### src/rtl/dp2_pkg.sv
package dp2_pkg;

   // Source selector codes (bits 2:1 of a control bundle)
   localparam logic [1:0] SRC_SLOT0 = 2'b00;
   localparam logic [1:0] SRC_SLOT1 = 2'b01;
   localparam logic [1:0] SRC_IMM   = 2'b10;
   localparam logic [1:0] SRC_ADDER = 2'b11;

   // Opcodes carried in the top three instruction bits
   localparam logic [2:0] OP_LOAD  = 3'b000;
   localparam logic [2:0] OP_SUM   = 3'b001;
   localparam logic [2:0] OP_SWAP  = 3'b101;
   localparam logic [2:0] OP_CLEAR = 3'b110;

   localparam int OPC_W   = 3;
   localparam int NSLOT   = 2;
   localparam int NSRC    = 4;
   localparam int SRCSEL_W = $clog2(NSRC);

   // Control bundle: {sel[1:0], en} -> enable is bit 0, select is bits 2:1
   typedef struct packed {
      logic [SRCSEL_W-1:0] sel;
      logic                en;
   } slot_ctl_t;

endpackage

### src/rtl/dp2_adder.sv
module dp2_adder #(
   parameter int DATA_W   = 2,
   parameter bit RIPPLE   = 1'b0
) (
   input  logic [DATA_W-1:0] a,
   input  logic [DATA_W-1:0] b,
   output logic [DATA_W-1:0] sum
);

   initial begin
      assert (DATA_W >= 1) else $fatal(1, "dp2_adder: DATA_W must be at least 1");
   end

   generate
      if (RIPPLE) begin : g_ripple
         logic [DATA_W:0] carry;
         assign carry[0] = 1'b0;
         for (genvar i = 0; i < DATA_W; i++) begin : g_bit
            assign sum[i]     = a[i] ^ b[i] ^ carry[i];
            assign carry[i+1] = (a[i] & b[i]) | (carry[i] & (a[i] ^ b[i]));
         end
      end else begin : g_behav
         // Carry out discarded: result is modulo 2**DATA_W
         assign sum = a + b;
      end
   endgenerate

endmodule

### src/rtl/dp2_decoder.sv
module dp2_decoder
   import dp2_pkg::*;
#(
   parameter int INSTR_W  = 8,
   parameter int DEST_BIT = INSTR_W - OPC_W - 1
) (
   input  logic [INSTR_W-1:0]  instr,
   output slot_ctl_t [NSLOT-1:0] ctl,
   output logic                imm_zero
);

   localparam int OPC_LSB = INSTR_W - OPC_W;

   initial begin
      assert (INSTR_W > OPC_W) else $fatal(1, "dp2_decoder: INSTR_W too small");
      assert (DEST_BIT < OPC_LSB && DEST_BIT >= 0)
         else $fatal(1, "dp2_decoder: DEST_BIT overlaps opcode");
   end

   logic [OPC_W-1:0] opc;
   logic             dest;

   assign opc  = instr[INSTR_W-1:OPC_LSB];
   assign dest = instr[DEST_BIT];

   always_comb begin
      for (int s = 0; s < NSLOT; s++) begin
         ctl[s].sel = SRC_SLOT0;
         ctl[s].en  = 1'b0;
      end
      imm_zero = 1'b0;
      case (opc)
         OP_LOAD: begin
            ctl[dest].sel = SRC_IMM;
            ctl[dest].en  = 1'b1;
         end
         OP_SUM: begin
            ctl[dest].sel = SRC_ADDER;
            ctl[dest].en  = 1'b1;
         end
         OP_SWAP: begin
            ctl[0].sel = SRC_SLOT1;
            ctl[0].en  = 1'b1;
            ctl[1].sel = SRC_SLOT0;
            ctl[1].en  = 1'b1;
         end
         OP_CLEAR: begin
            ctl[0].sel = SRC_IMM;
            ctl[0].en  = 1'b1;
            ctl[1].sel = SRC_IMM;
            ctl[1].en  = 1'b1;
            imm_zero   = 1'b1;
         end
         default: begin
            // no operation: both enables stay low
         end
      endcase
   end

endmodule

### src/rtl/dp2_slot.sv
module dp2_slot
   import dp2_pkg::*;
#(
   parameter int DATA_W = 2
) (
   input  logic              clk,
   input  logic              rst,
   input  slot_ctl_t         ctl,
   input  logic [DATA_W-1:0] src_slot0,
   input  logic [DATA_W-1:0] src_slot1,
   input  logic [DATA_W-1:0] src_imm,
   input  logic [DATA_W-1:0] src_adder,
   output logic [DATA_W-1:0] q
);

   logic [DATA_W-1:0] d;

   always_comb begin
      case (ctl.sel)
         SRC_SLOT0: d = src_slot0;
         SRC_SLOT1: d = src_slot1;
         SRC_IMM:   d = src_imm;
         default:   d = src_adder;
      endcase
   end

   always_ff @(posedge clk) begin
      if (rst)
         q <= '0;
      else if (ctl.en)
         q <= d;
   end

endmodule

### src/rtl/dp2_core.sv
module dp2_core
   import dp2_pkg::*;
#(
   parameter int DATA_W     = 2,
   parameter int INSTR_W    = 8,
   parameter bit RIPPLE_ADD = 1'b0
) (
   input  logic               clk,
   input  logic               rst,
   input  logic [INSTR_W-1:0] instr,
   input  logic [DATA_W-1:0]  imm,
   output logic [DATA_W-1:0]  r0_q,
   output logic [DATA_W-1:0]  r1_q
);

   localparam int DEST_BIT = INSTR_W - OPC_W - 1;

   initial begin
      assert (DATA_W >= 1) else $fatal(1, "dp2_core: DATA_W must be at least 1");
      assert (INSTR_W >= OPC_W + 1) else $fatal(1, "dp2_core: INSTR_W too small");
   end

   slot_ctl_t [NSLOT-1:0] ctl;
   logic                  imm_zero;
   logic [DATA_W-1:0]     imm_eff;
   logic [DATA_W-1:0]     adder_out;
   logic [DATA_W-1:0]     slot_q [NSLOT];

   dp2_decoder #(
      .INSTR_W  (INSTR_W),
      .DEST_BIT (DEST_BIT)
   ) u_dec (
      .instr    (instr),
      .ctl      (ctl),
      .imm_zero (imm_zero)
   );

   dp2_adder #(
      .DATA_W (DATA_W),
      .RIPPLE (RIPPLE_ADD)
   ) u_add (
      .a   (slot_q[0]),
      .b   (slot_q[1]),
      .sum (adder_out)
   );

   assign imm_eff = imm_zero ? '0 : imm;

   generate
      for (genvar s = 0; s < NSLOT; s++) begin : g_slot
         dp2_slot #(
            .DATA_W (DATA_W)
         ) u_slot (
            .clk       (clk),
            .rst       (rst),
            .ctl       (ctl[s]),
            .src_slot0 (slot_q[0]),
            .src_slot1 (slot_q[1]),
            .src_imm   (imm_eff),
            .src_adder (adder_out),
            .q         (slot_q[s])
         );
      end
   endgenerate

   assign r0_q = slot_q[0];
   assign r1_q = slot_q[1];

endmodule

### config.mk
export PLATFORM = sky130hd
export DESIGN_NAME = dp2_core
export DESIGN_NICKNAME = d
export VERILOG_FILES = /design/src/rtl/dp2_pkg.sv /design/src/rtl/dp2_adder.sv /design/src/rtl/dp2_decoder.sv /design/src/rtl/dp2_slot.sv /design/src/rtl/dp2_core.sv
export SDC_FILE = /design/constraint.sdc
export NUM_CORES = 1
export LEC_CHECK = 0
export ABC_CLOCK_PERIOD_IN_PS = 3100
export BUFFER_PORTS_ARGS = -buffer_cell sky130_fd_sc_hd__clkbuf_2
export CELL_PAD_IN_SITES_DETAIL_PLACEMENT = 0
export CELL_PAD_IN_SITES_GLOBAL_PLACEMENT = 2
export CORE_MARGIN = 2
export CORE_UTILIZATION = 30
export CTS_BUF_LIST = sky130_fd_sc_hd__clkbuf_8
export DETAILED_ROUTE_END_ITERATION = 8
export PLACE_DENSITY = 0.95
export SYNTH_ARGS = -nofsm -noshare
export SYNTH_HDL_FRONTEND = slang
export SYNTH_SLANG_ARGS = --single-unit
### constraint.sdc
create_clock -name clk -period 3.1 [get_ports clk]
set_input_delay 0.31 -clock clk [delete_from_list [all_inputs] [get_ports clk]]
set_output_delay 0.31 -clock clk [all_outputs]
set_load 0.02 [all_outputs]
==> run metrics <==
status=complete, no violations; register area share after synthesis=0.181; die extent in y=42.4 um; final worst slack=1.53 ns; Synth Cell Area=442 sq um; antenna violations before repair=0; via count=405; CTS H-tree lvls=1; RD Place Congestion=0.750; syn_nets=68; DIE AREA=1800 sq um; commonest non-fill, non-tap cells in the layout=clkbuf_2, inv_1, ha_1, dfxtp_1; grt total ovfl=0; Area Growth Syn to Fin=24.4%; highest fanout seen on the critical path=7; vias per inst=5.06; largest net degree at the start of global routing=10; setup violators final=0; syn_area_per_cell=8.49 sq um; fill count=140; most common cell after layout, fill and taps aside=clkbuf_2; FF+latch area=80.1 sq um; TritonCTS clock tree=done; CTS Buf Count=3; P_leak=0.261 nW; crit path time final=1.57 ns; maximum vdd drop=0.137 mV; routed length per instance=12.3 um; final cycle utilization of the critical path=0.505; Worst setup EP type=flip-flop; row count=13; max reg flops=4; DIE WIDTH=42.4 um; first-pass GRT wire length=1.74 mm; postcts setup bufs=0; WL final=980 um; router iterations before antenna repair=4; flops & latches, synth=4; clock tree buffer depth=2; Hold Buf Count CTS=0; max-cap check violation count=0; relative slew slack=0.767; Yosys warning count=0; vias in the first global route=424; Largest Register=g_slot.u_slot.q; FMAX=0.638 GHz; Setup CP Type=input port to flip-flop; Final Hold Viols=0; crit start category=input port; Initial Util=0.331; Port Buffers=11; synthesized instance count=52; Critical Path RT=3.24 ns; Worst-Margin Slew=0.344 ns; worst skew pair latency=0.22 ns; Setup WS pre-CTS=1.31 ns; # IOs=16; TritonCTS Sinks=4; RSZ-0062 raised after global routing=false; biggest regs=g_slot.u_slot.q x4; Worst Skew=0.00246 ns; Max Slew Vio Count=0; end-of-flow core utilization=0.412; cells resized by post-CTS repair=0; PwrDens=418 nW/um^2; antenna diode count=0; Critical Path AT=1.71 ns; Root Driver=clkbuf_8; Remaining DRCs=0; Clock Pin Slew Worst Setup and Hold Paths=0.03 ns; dpl hpwl=792 um; core area=1330 sq um; Nets=83; GRT Total Usage=0.136; footprint of the multi-input gates=335 sq um; Hold Path Class=input port to flip-flop; layout cell share with drive strength beyond 1=0.369; post-route ant nets=0; Final TNS setup=0 ns; detailed router's first-iteration violation count=7; Netlist cell types=31; overall power=0.000230 W
[per-stage QoR]
stage               instance area, sq um  std cells  hold slack [ns]
finish                               549         80            0.319
global route                         549         80            0.335
CTS                                  549         80            0.318
detailed placement                   508         77            0.529
global placement                     508         77            0.519
floorplan                            442         52            0.376
[critical path: stages]
cell and delay [ns]:
clkbuf_2 0.14, or2_1 0.27, o21a_1 0.21, ha_1 0.34
a21oi_1 0.06, a22o_2 0.25, o22ai_1 0.13
[report_power, final]
part	total, W	internal [W]	switching [W]
Clock	0.000109	0.0000827	0.0000263
Sequential	0.0000587	0.0000552	0.00000351
Combinational	0.0000618	0.0000290	0.0000329
Total	0.000230	0.000167	0.0000627
[cell usage after synthesis, drive strengths merged]
master,count,area [sq um]
a211oi,1,7.51
a21oi,4,27.5
a221oi,1,15.0
a22o,2,18.8
a2bb2oi,1,8.76
and2,1,6.26
and2b,1,8.76
buf,1,7.51
dfxtp,4,80.1
ha,4,50.1
inv,5,18.8
mux2i,1,10.0
nand2,1,6.26
nand2b,2,12.5
nand3,3,15.0
nand3b,2,31.3
nor2,3,11.3
nor2b,2,15.0
nor3,1,5.00
o21a,1,7.51
o21ai,2,10.0
o21ba,1,10.0
o22ai,3,18.8
o311ai,1,8.76
or2,1,6.26
or2b,1,7.51
xnor2,2,17.5
[layout make-up]
type / count / area share
Timing Repair Buffer: 11 / 0.100
Inverter: 5 / 0.0342
Tap cell: 15 / 0.0342
Clock buffer: 3 / 0.0752
Sequential cell: 4 / 0.146
Multi-Input combinational cell: 42 / 0.610
[per-layer routing]
layer	vias up	part of all wire	GRT usage
met5	-	0	0
met3	0	0.021	0.0259
li1	216	-	-
met4	0	0	0.131
met1	181	0.50	0.154
met2	8	0.48	0.209
[cell families (layout without fill, tap and decap cells)]
| logic type | Yosys count | count (layout) | synth area share |
|---|---|---|---|
| and+or+nand+nor | 18 | 18 | 0.283 |
| AOI/OAI and AO/OA | 17 | 17 | 0.300 |
| buffers and inverters | 6 | 19 | 0.0595 |
| adders and majority gates | 4 | 4 | 0.113 |
| DFF | 4 | 4 | 0.181 |
| xor gates and xnor gates | 2 | 2 | 0.0397 |
| muxes | 1 | 1 | 0.0227 |
[path summary, 6_finish.rpt]
kind	start	end	slack [ns]	cells past startpoint
min reg2reg	g_slot[1].u_slot.q[1]$_SDFFE_PP0P_	g_slot[1].u_slot.q[1]$_SDFFE_PP0P_	0.53	2
max reg2reg	g_slot[0].u_slot.q[0]$_SDFFE_PP0P_	g_slot[1].u_slot.q[1]$_SDFFE_PP0P_	1.78	5
max	instr[7]	g_slot[0].u_slot.q[1]$_SDFFE_PP0P_	1.53	7
min	rst	g_slot[1].u_slot.q[1]$_SDFFE_PP0P_	0.32	2
(Power assumes the default switching activity.)
